**config.mk**
```make
export PLATFORM = sky130hd
export DESIGN_NAME = isq_top
export DESIGN_NICKNAME = d
export VERILOG_FILES = /design/src/rtl/isq_pkg.sv /design/src/rtl/isq_ctrl.sv /design/src/rtl/isq_dp.sv /design/src/rtl/isq_top.sv
export SDC_FILE = /design/constraint.sdc
export NUM_CORES = 1
export LEC_CHECK = 0
export BUFFER_PORTS_ARGS = -buffer_cell sky130_fd_sc_hd__buf_2
export CELL_PAD_IN_SITES_DETAIL_PLACEMENT = 1
export CELL_PAD_IN_SITES_GLOBAL_PLACEMENT = 2
export CORE_MARGIN = 2
export CORE_UTILIZATION = 19
export DETAILED_ROUTE_END_ITERATION = 6
export GPL_ROUTABILITY_DRIVEN = 1
export PLACE_DENSITY = 0.84
export RECOVER_POWER = 100
export SYNTH_ARGS = -nofsm -noshare
export SYNTH_HDL_FRONTEND = slang
export SYNTH_SLANG_ARGS = --single-unit
```
**constraint.sdc**
```tcl
create_clock -name clk -period 2 [get_ports clk]
set_clock_uncertainty 0.2 [all_clocks]
set_input_delay 0.4 -clock clk [delete_from_list [all_inputs] [get_ports clk]]
set_output_delay 0.4 -clock clk [all_outputs]
set_load 0.02 [all_outputs]
```
**src/rtl/isq_pkg.sv**
```systemverilog
package isq_pkg;
  localparam int DATA_W = 32;
  localparam int STATE_W = 2;
  localparam int SEL_W = 2;
  localparam int ADDR_W = STATE_W + SEL_W;
  localparam int LC_W = 24;
  localparam int CC_LSB = 24;
  localparam int CC_W = 2;
  localparam int PM_LSB = 26;
  localparam int PM_W = 4;
  localparam int PAD_W = DATA_W - PM_LSB - PM_W;
  localparam int KEY_LSB = 0;
  localparam int KEY_W = 4;
  localparam int DEC_BIT = 4;
  localparam int PRIV_BIT = 5;
  localparam int ID_LSB = 6;
  localparam int IND_LSB = 8;
  localparam int IND_W = 8;
  localparam int MC_CAUSES = 3;
  localparam int PROG_LO = 3;
  localparam int PROG_CNT = PM_W;
  localparam int MCHECK_IDX = 1;

  localparam logic [STATE_W-1:0] ST_P1 = 2'd0;
  localparam logic [STATE_W-1:0] ST_P3 = 2'd2;
  localparam logic [STATE_W-1:0] ST_P4 = 2'd3;
  localparam logic [SEL_W-1:0] SEL_CTR = 2'd0;
  localparam logic [SEL_W-1:0] SEL_STAT = 2'd1;
  localparam logic [SEL_W-1:0] SEL_GR = 2'd2;

  typedef struct packed {
    logic latchCause;
    logic saveWord;
    logic loadCounter;
    logic loadStatus;
    logic writeGr;
    logic done;
  } seq_strobe_t;
endpackage

```
**src/rtl/isq_ctrl.sv**
```systemverilog
module isq_ctrl
  import isq_pkg::*;
(
  input  logic        clk,
  input  logic        rstN,
  input  logic        instrBoundary,
  input  logic        anyTaken,
  output seq_strobe_t strb
);
  typedef enum logic [2:0] {S_IDLE, S_SAVE, S_LDPC, S_LDST, S_GR, S_DONE} seq_state_e;
  seq_state_e state, stateNext;

  always_comb begin
    stateNext = state;
    case (state)
      S_IDLE: if (instrBoundary && anyTaken) stateNext = S_SAVE;
      S_SAVE: stateNext = S_LDPC;
      S_LDPC: stateNext = S_LDST;
      S_LDST: stateNext = S_GR;
      S_GR:   stateNext = S_DONE;
      default: stateNext = S_IDLE;
    endcase
  end

  always_ff @(posedge clk) begin
    if (!rstN) state <= S_IDLE;
    else       state <= stateNext;
  end

  always_comb begin
    strb = '0;
    strb.latchCause  = (state == S_IDLE) && instrBoundary && anyTaken;
    strb.saveWord    = (state == S_SAVE);
    strb.loadCounter = (state == S_LDPC);
    strb.loadStatus  = (state == S_LDST);
    strb.writeGr     = (state == S_GR);
    strb.done        = (state == S_DONE);
  end

  // an accepted cause is followed at once by the save write
  p_save_follows_r6: assert property (@(posedge clk) disable iff (!rstN)
    strb.latchCause |=> strb.saveWord);
  // done follows the register 15 write and lasts one cycle
  p_done_after_gr_r10: assert property (@(posedge clk) disable iff (!rstN)
    strb.writeGr |=> strb.done);
  p_done_pulse_r10: assert property (@(posedge clk) disable iff (!rstN)
    strb.done |=> !strb.done);
  // no new acceptance while an exchange runs
  p_single_accept_r5: assert property (@(posedge clk) disable iff (!rstN)
    strb.latchCause |=> !strb.latchCause);
endmodule

```
**src/rtl/isq_dp.sv**
```systemverilog
module isq_dp
  import isq_pkg::*;
#(
  parameter int NUM_CAUSES = 16,
  localparam int CAUSE_W = $clog2(NUM_CAUSES)
) (
  input  logic                  clk,
  input  logic                  rstN,
  input  seq_strobe_t           strb,
  input  logic [NUM_CAUSES-1:0] reqIn,
  input  logic [NUM_CAUSES-1:0] curIntMask,
  input  logic [LC_W-1:0]       locCounter,
  input  logic [IND_W-1:0]      progInd,
  input  logic [DATA_W-1:0]     rfRdata,
  output logic                  anyTaken,
  output logic [ADDR_W-1:0]     rfAddr,
  output logic                  rfWe,
  output logic [DATA_W-1:0]     rfWdata,
  output logic [STATE_W-1:0]    curState,
  output logic [CC_W-1:0]       condCode,
  output logic [PM_W-1:0]       progMask,
  output logic [KEY_W-1:0]      protKey,
  output logic                  decMode,
  output logic                  privMode,
  output logic [NUM_CAUSES-1:0] pendingFlags
);
  localparam logic [NUM_CAUSES-1:0] MC_VEC = NUM_CAUSES'((1 << MC_CAUSES) - 1);

  logic [NUM_CAUSES-1:0] flags, progKeep, accepted, eligible, clrVec;
  logic [CAUSE_W-1:0]    causeIdx, winIdx;
  logic [STATE_W-1:0]    tgtState, oldState;
  logic [DATA_W-1:0]     statWord;

  for (genvar g = 0; g < NUM_CAUSES; g++) begin : g_keep
    if (g >= PROG_LO && g < PROG_LO + PROG_CNT) begin : g_prog
      assign progKeep[g] = progMask[g-PROG_LO];
    end else begin : g_other
      assign progKeep[g] = 1'b1;
    end
  end

  function automatic logic [CAUSE_W-1:0] lowestSet(input logic [NUM_CAUSES-1:0] v);
    lowestSet = '0;
    for (int i = NUM_CAUSES - 1; i >= 0; i--)
      if (v[i]) lowestSet = CAUSE_W'(i);
  endfunction

  assign accepted = reqIn & progKeep;
  assign eligible = flags & (curIntMask | MC_VEC);
  assign anyTaken = |eligible;
  assign winIdx   = lowestSet(eligible);
  assign clrVec   = strb.loadCounter ? (NUM_CAUSES'(1) << causeIdx) : '0;
  assign pendingFlags = flags;

  always_ff @(posedge clk) begin
    if (!rstN) begin
      flags    <= '0;
      curState <= ST_P1;
      condCode <= '0;
      progMask <= '1;
      protKey  <= '0;
      decMode  <= 1'b0;
      privMode <= 1'b0;
      causeIdx <= '0;
      tgtState <= ST_P1;
      oldState <= ST_P1;
    end else begin
      flags <= (flags & ~clrVec) | accepted;
      if (strb.latchCause) begin
        causeIdx <= winIdx;
        tgtState <= (winIdx < CAUSE_W'(MC_CAUSES)) ? ST_P4 : ST_P3;
        oldState <= curState;
      end
      if (strb.loadCounter) begin
        condCode <= rfRdata[CC_LSB +: CC_W];
        progMask <= rfRdata[PM_LSB +: PM_W];
        curState <= tgtState;
      end
      if (strb.loadStatus) begin
        protKey  <= rfRdata[KEY_LSB +: KEY_W];
        decMode  <= rfRdata[DEC_BIT];
        privMode <= rfRdata[PRIV_BIT];
      end
    end
  end

  always_comb begin
    statWord = rfRdata;
    statWord[ID_LSB +: STATE_W] = oldState;
    if (causeIdx == CAUSE_W'(MCHECK_IDX)) statWord[IND_LSB +: IND_W] = progInd;
  end

  always_comb begin
    rfAddr  = '0;
    rfWdata = '0;
    if (strb.saveWord) begin
      rfAddr  = {oldState, SEL_CTR};
      rfWdata = {{PAD_W{1'b0}}, progMask, condCode, locCounter};
    end else if (strb.loadCounter) begin
      rfAddr  = {tgtState, SEL_CTR};
    end else if (strb.loadStatus) begin
      rfAddr  = {tgtState, SEL_STAT};
      rfWdata = statWord;
    end else if (strb.writeGr) begin
      rfAddr  = {tgtState, SEL_GR};
      rfWdata = DATA_W'(causeIdx);
    end
  end
  assign rfWe = strb.saveWord | strb.loadStatus | strb.writeGr;

  // a cancelled program-class request never raises its flag
  p_cancel_r2: assert property (@(posedge clk) disable iff (!rstN)
    (reqIn[PROG_LO] && !progMask[0] && !flags[PROG_LO]) |=> !flags[PROG_LO]);
  // a request for a non-program cause is latched, even while being cleared
  p_set_wins_r3: assert property (@(posedge clk) disable iff (!rstN)
    reqIn[NUM_CAUSES-1] |=> flags[NUM_CAUSES-1]);
  // flags only drop in the counter-load cycle
  p_pending_r4: assert property (@(posedge clk) disable iff (!rstN)
    !strb.loadCounter |=> ((flags & $past(flags)) == $past(flags)));
  // hardware-class causes beat every other cause
  p_mc_first_r5: assert property (@(posedge clk) disable iff (!rstN)
    (strb.latchCause && (flags[MC_CAUSES-1:0] != '0)) |=> (causeIdx < CAUSE_W'(MC_CAUSES)));
  // machine-condition causes land in P4
  p_target_r7: assert property (@(posedge clk) disable iff (!rstN)
    (strb.loadCounter && causeIdx < CAUSE_W'(MC_CAUSES)) |=> (curState == ST_P4));
endmodule

```
**src/rtl/isq_top.sv**
```systemverilog
module isq_top
  import isq_pkg::*;
#(
  parameter int NUM_CAUSES = 16
) (
  input  logic                  clk,
  input  logic                  rstN,
  input  logic [NUM_CAUSES-1:0] reqIn,
  input  logic [NUM_CAUSES-1:0] curIntMask,
  input  logic                  instrBoundary,
  input  logic [LC_W-1:0]       locCounter,
  input  logic [IND_W-1:0]      progInd,
  input  logic [DATA_W-1:0]     rfRdata,
  output logic [ADDR_W-1:0]     rfAddr,
  output logic                  rfWe,
  output logic [DATA_W-1:0]     rfWdata,
  output logic [STATE_W-1:0]    curState,
  output logic [CC_W-1:0]       condCode,
  output logic [PM_W-1:0]       progMask,
  output logic [KEY_W-1:0]      protKey,
  output logic                  decMode,
  output logic                  privMode,
  output logic [NUM_CAUSES-1:0] pendingFlags,
  output logic                  seqDone
);
  seq_strobe_t strb;
  logic anyTaken;

  isq_ctrl ctrl_i (
    .clk(clk), .rstN(rstN), .instrBoundary(instrBoundary),
    .anyTaken(anyTaken), .strb(strb)
  );

  isq_dp #(.NUM_CAUSES(NUM_CAUSES)) dp_i (
    .clk(clk), .rstN(rstN), .strb(strb), .reqIn(reqIn),
    .curIntMask(curIntMask), .locCounter(locCounter), .progInd(progInd),
    .rfRdata(rfRdata), .anyTaken(anyTaken), .rfAddr(rfAddr), .rfWe(rfWe),
    .rfWdata(rfWdata), .curState(curState), .condCode(condCode),
    .progMask(progMask), .protKey(protKey), .decMode(decMode),
    .privMode(privMode), .pendingFlags(pendingFlags)
  );

  assign seqDone = strb.done;
endmodule

```
# After elaboration in Yosys (flattened, before gate mapping)
# Cells that the tools add are included.
dict set report word_totals {
  regBits 41
  output_inout_bits 68
  input_bits 99
  word_cells 61
}
dict set report op_classes {
  magnitude_cmp 1
  bitwise_logic 7
  n_shift 1
  n_eq_ne 7
  n_reduce_logical 5
  n_mux 29
}
# cell count
set ops {}
lappend ops {{2-to-1 mux 32 bit} 3}
lappend ops {{2-to-1 mux 4 bit} 21}
lappend ops {{bitwise AND 16 bit} 3}
lappend ops {{2-to-1 mux 16 bit} 1}
lappend ops {{inverter 16 bit} 1}
lappend ops {{bitwise OR 16 bit} 1}
lappend ops {{OR reduction 16 bit} 1}
lappend ops {{left shift 1 x 4 -> 16 bit, first input constant} 1}
lappend ops {{one-hot mux 3 bit (5 select lines)} 1}
lappend ops {{2-to-1 mux 8 bit} 1}
lappend ops {{equality test 3 x 2 -> 1 bit, second input constant} 2}
lappend ops {{equality test 3 bit, second input constant} 2}
lappend ops {{equality test 4 x 1 -> 1 bit, second input constant} 1}
lappend ops {{< comparator 4 x 2 -> 1 bit, second input constant} 1}
lappend ops {{equality test 3 x 1 -> 1 bit, second input constant} 1}
lappend ops {{logical AND 1 bit} 3}
lappend ops {{zero test 3 bit} 1}
lappend ops {{2-to-1 mux 3 bit} 1}
lappend ops {{inequality test 2 x 1 -> 1 bit, second input constant} 1}
lappend ops {{bitwise OR 1 bit} 2}
lappend ops {{2-to-1 mux 1 bit} 1}

# Depth between registers and ports, before layout
dict set report logic_depth {
  depth_word 19
  depth_mapped 8
  mapped_depth_nobuf 5
}

# Cells and area by module
# A second synthesis with hierarchy kept.
dict set report hier_totals {
  cells_unflattened 271
  hier_area_um2 2401.1
}
# module seq_area_each_um2 area_per_inst_um2 instances cells_each
set modules_own_cells {}
lappend modules_own_cells {isq_dp 760.7 2202.1 1 252}
lappend modules_own_cells {isq_ctrl 60.1 198.9 1 19}

# Worst setup path after synthesis
# No wires, ideal clock.
dict set report synth_path {
  path_kind {reg2out}
  from {register ctrl_i.state[2]}
  to {output rfAddr[2]}
  required_time_ns 1.400
  slack_ns -0.336
  arrival_time_ns 1.736
  path_buffers 1
  stages_incl_launch_ff 5
  cell_sequence {dfxtp_1 > buf_2 > nor3b_1 > nand2_1 > o21ai_0}
}
dict set report synth_via {
  elab_chain_len 5
  word_cells_on_any_way 8
  classes_between {eq/ne: 4; mux: 4}
}
# item line
set synth_rtl {}
lappend synth_rtl {{from (decl)} isq_ctrl.sv:11} ;# seq_state_e state, stateNext;
lappend synth_rtl {{from (signal assigned)} isq_ctrl.sv:27} ;# else state <= stateNext;
lappend synth_rtl {{equality test 3 bit} isq_ctrl.sv:36} ;# strb.writeGr = (state == S_GR);
lappend synth_rtl {{2-to-1 mux 4 bit} isq_dp.sv:104} ;# end else if (strb.writeGr) begin
lappend synth_rtl {{2-to-1 mux 4 bit} isq_dp.sv:101} ;# end else if (strb.loadStatus) begin
lappend synth_rtl {{2-to-1 mux 4 bit} isq_dp.sv:99} ;# end else if (strb.loadCounter) begin
lappend synth_rtl {{2-to-1 mux 4 bit (*)} isq_dp.sv:96} ;# if (strb.saveWord) begin
lappend synth_rtl {{to (decl)} isq_top.sv:14} ;# output logic [ADDR_W-1:0] rfAddr,
# Every way passes the cells marked *; elsewhere a longest branch is shown, timed or not.

# Final worst setup path
dict set report layout_path {
  from {register dp_i.causeIdx[1]}
  to {output rfWdata[10]}
}
dict set report layout_via {
  elab_chain_len 5
}
# item line
set layout_rtl {}
lappend layout_rtl {{from (decl)} isq_dp.sv:30} ;# logic [CAUSE_W-1:0] causeIdx, winIdx;
lappend layout_rtl {{from (signal assigned)} isq_dp.sv:70} ;# causeIdx <= winIdx;
lappend layout_rtl {{equality test 4 x 1 -> 1 bit} isq_dp.sv:90} ;# if (causeIdx == CAUSE_W'(MCHECK_IDX)) statWord[IND_LSB +: IND_W] = progInd;
lappend layout_rtl {{2-to-1 mux 8 bit} isq_dp.sv:90}
lappend layout_rtl {{2-to-1 mux 32 bit} isq_dp.sv:101}
lappend layout_rtl {{2-to-1 mux 32 bit} isq_dp.sv:99}
lappend layout_rtl {{2-to-1 mux 32 bit} isq_dp.sv:96}
lappend layout_rtl {{to (decl)} isq_top.sv:16} ;# output logic [DATA_W-1:0] rfWdata,
# Every way passes these cells.

==> results_dict.tcl <==
set metrics [dict create \
    intPower_w 0.00207 \
    wl_per_cell_um 18.0 \
    power.clock.fraction_pct 27.4 \
    drt_iter0_markers 111 \
    cts_buffer_depth 2 \
    num_vias 3187 \
    combinationalPowerShare_pct 42.1 \
    clk-insertion-delay-late_ns 0.29 \
    type_of_the_worst_setup_path "reg2out" \
    grt_pass1_vias 3218 \
    setup_violations_final 43 \
    async_flop_share_pct 0 \
    global_route_wire_length_before_repair_mm 17.3 \
    fmax_mhz 436 \
    critical_path.cell_chain "nand2b_4 > nor3_4 > buf_12 > buf_12 > mux2i_2 > o21ai_4 > buf_2" \
    global_route.usage.total_pct 16.7 \
    drive_above_1_share_pct 53.9 \
    synth-seq-cells 41 \
    cts_made_buffers 5 \
    rr_worst_depth 7 \
    synth-seq-area-share_pct 34.3 \
    static-leakage-power_nw 2.13 \
    power_switching_w 0.00108 \
    max-vdd-ir-drop_mv 0.308 \
    net_count_after_synthesis 396 \
    tns_ns -6.30 \
    top_flip_flop_cell_by_instance_count_after_synthesis "sky130_fd_sc_hd__dfxtp_1" \
    setup.worst_path.end_class "output pin" \
    hold_path.startpoint "reqIn[15]" \
    critPathRequiredTime_ns 1.40 \
    outcome "complete, but fails checks" \
    globalplace.congestion 0.826 \
    avgSynthCellArea_um2 8.07 \
    min_path_type "in2reg" \
    critical_path.slowest_cell "sky130_fd_sc_hd__dfxtp_2" \
    final_min_period_over_clock_period_pct 115 \
    seq_power_share_pct 30.5 \
    design.final.nets 599 \
    grt_setup_unrepaired "true" \
    r2r_start "ctrl_i.state[2]" \
    ys_warn_count 0 \
    slew_headroom_pct 60.0 \
    io_pins 167 \
    synth.top_cells.by_area "sky130_fd_sc_hd__dfxtp_1 (34%), sky130_fd_sc_hd__nand2_1 (10%), sky130_fd_sc_hd__a22o_1 (6.9%)" \
    post-route-worst-setup-slack_ns -0.294 \
    worst_path_maximum_fanout 5 \
    timing_worst_slew_pin_value_ns 0.600 \
    drtPass1Iterations 4 \
    clk_transition_reported_paths_ns 0.06 \
    grt_antenna_before_repair 0 \
    cap_violations 0 \
    clock_tree.htree_level_count 2 \
    count_of_cell_types_in_the_netlist 47 \
    vias_per_inst 4.73 \
    r2r-end "dp_i.pendingFlags[0]" \
    layout_min_cycle_time_ns 2.29 \
    num_rows 41 \
    max_stage_delay_ns 0.32 \
    power.density_cell_area_mw_per_mm2 659 \
    r2r_slack_ns -0.17 \
    power.share.switching_pct 34.3 \
    synthDominantCellAreaShare_pct 34.3 \
    violations_in_the_final_reports "setup timing" \
    syn2layout_area_growth_pct 99.3 \
    total_count_of_max_transition_violations_in_the_final_report 0 \
    hold-path-endpoint "dp_i.pendingFlags[15]" \
    worstSetupStartpointType "flop" \
    post_cts_hold_buffer_count 0 \
    grt_overflow_total 0 \
    number_of_synthesized_flops_with_an_enable_pin 0 \
    clock-root-buffer "sky130_fd_sc_hd__clkbuf_16" \
    buffer_ports.inserted 161 \
    drt-total-wl_mm 12.2 \
    crit_top_cell "sky130_fd_sc_hd__buf_12" \
    dp.final_hpwl_mm 8.34 \
    synth_top_area_cell "sky130_fd_sc_hd__dfxtp_1" \
    die_h_um 116 \
    critPathArrivalTime_ns 1.69 \
    initial_utilization_pct 19.2 \
    largest_net_degree_at_the_start_of_global_routing 31 \
    holdPathStages 2 \
    die_width_um 116 \
    die_area_mm2 0.0135 \
    remaining_drc_errors 0 \
    placeableCoreArea_mm2 0.0125 \
    postRouteAntennaNets 0 \
    mappedNetlistArea_mm2 0.00240 \
    hold_viol 0 \
    clock_tree_from_tritoncts "built" \
    number_of_clock_sinks_seen_by_cts 41 \
    fin_worst_hold_slack_ns 0.126 \
    synthCells 297 \
]
worst max-delay path: cells and delay by family (launching register included):
kind,cells,cell delay [ns]
compound gates,1,0.08
buf+inv,3,0.44
flops,1,0.32
mux,1,0.28
simple gates,2,0.28
sequential cells by signal, summed over array words and instances, names as in the netlist, 3 cells and up:
name / cells
ctrl_i.state: 3
dp_i.causeIdx: 4
dp_i.pendingFlags: 16
dp_i.progMask: 4
dp_i.protKey: 4
power by group through the flow:
stage          registers (W)  logic, W  clock network (W)
5_1_grt             0.000970   0.00141           0.000925
3_5_place_dp        0.000969  0.000981                  0
4_1_cts             0.000957   0.00124           0.000889
6_report            0.000959   0.00133           0.000864
2_1_floorplan        0.00101  0.000538                  0
3_3_place_gp        0.000965  0.000956                  0
through the flow:
stage	util (%)	power (W)	worst slack, ns	instances	cell area [um^2]
global placement	30.6	0.00192	-0.00835	639	3810
floorplan	-	0.00154	-0.0190	297	2670
CTS	36.3	0.00309	-0.287	661	4520
finish	38.3	0.00315	-0.294	674	4780
global route	38.3	0.00330	-0.366	673	4770
detailed placement	30.6	0.00195	-0.0630	639	3810
worst max-delay path by stage:
stage,startpoint,slack (ns),to,cells past startpoint
after global routing,dp_i.causeIdx[1],-0.37,rfWdata[8],8
after global placement,ctrl_i.state[1],-0.008,rfWdata[7],5
after CTS,dp_i.causeIdx[1],-0.29,rfWdata[8],8
after detailed placement,ctrl_i.state[1],-0.06,rfWdata[4],6
final,dp_i.causeIdx[1],-0.29,rfWdata[10],7
after floorplan,ctrl_i.state[1],-0.02,rfAddr[2],4
synth_stat cells, types with 2 or more instances:
cell / n
sky130_fd_sc_hd__nand2_1: 67
sky130_fd_sc_hd__dfxtp_1: 41
sky130_fd_sc_hd__o21a_1: 21
sky130_fd_sc_hd__o21ai_0: 21
sky130_fd_sc_hd__a22o_1: 19
sky130_fd_sc_hd__a21boi_0: 16
sky130_fd_sc_hd__mux2i_1: 15
sky130_fd_sc_hd__clkbuf_1: 12
sky130_fd_sc_hd__nand3_1: 8
sky130_fd_sc_hd__a22oi_1: 7
sky130_fd_sc_hd__buf_2: 6
sky130_fd_sc_hd__and2_1: 5
sky130_fd_sc_hd__nor2_1: 5
sky130_fd_sc_hd__a21oi_1: 4
sky130_fd_sc_hd__nor3b_1: 4
sky130_fd_sc_hd__o211ai_1: 4
sky130_fd_sc_hd__nand2b_1: 3
sky130_fd_sc_hd__nand3b_1: 3
sky130_fd_sc_hd__o31a_1: 3
sky130_fd_sc_hd__a211oi_1: 2
sky130_fd_sc_hd__inv_1: 2
sky130_fd_sc_hd__nor3_1: 2
sky130_fd_sc_hd__nor4b_1: 2
sky130_fd_sc_hd__o31ai_1: 2
cells in the final DEF, fill, tap and decap left out, drive strengths merged, types with 3 or more instances in the layout:
cell,count
buf,188
nand2,67
dfxtp,41
clkbuf,33
o21a,21
o21ai,21
a22o,19
a21boi,16
mux2i,15
nand3,8
a22oi,7
a21oi,5
and2,5
nor2,5
o211ai,4
clkinv,4
nor3b,4
nand3b,3
o31a,3
nand2b,3
kinds of logic (layout without fill, tap and decap cells):
kind of cell	after synthesis	in the layout	synth area share, %
flops	41	41	34.3
compound gates	109	109	33.3
buf+inv	23	227	4.39
mux	15	15	6.27
simple gates	108	108	21.4
other cells	0	1	0
xor+xnor	1	1	0.366
final cells by class:
cell class | instances | area, um^2
sequential | 41 | 831
clock buffer | 7 | 153
antenna | 1 | 2.50
fill | 1444 | 7690
timing repair buffer | 214 | 1550
inverter | 3 | 26.3
tap | 172 | 215
multi-input combinational | 233 | 1950
clock inverter | 1 | 5.00
timing repair inverter | 2 | 46.3
routing by layer:
metal	track usage (%)	part of all wire, %	vias to the layer above
met5	0	0	-
met4	6.51	2.3	0
li1	-	-	1506
met2	30.2	55	68
met1	19.1	40	1594
met3	3.68	3.1	19
timing repair:
action,4_1_cts,5_1_grt
gates cloned,6,0
pin swaps,13,19
resized for setup,113,57
setup buffers,9,14
endpoints found under the setup margin,40,42
No activity file was read; power rests on OpenSTA's default activity.
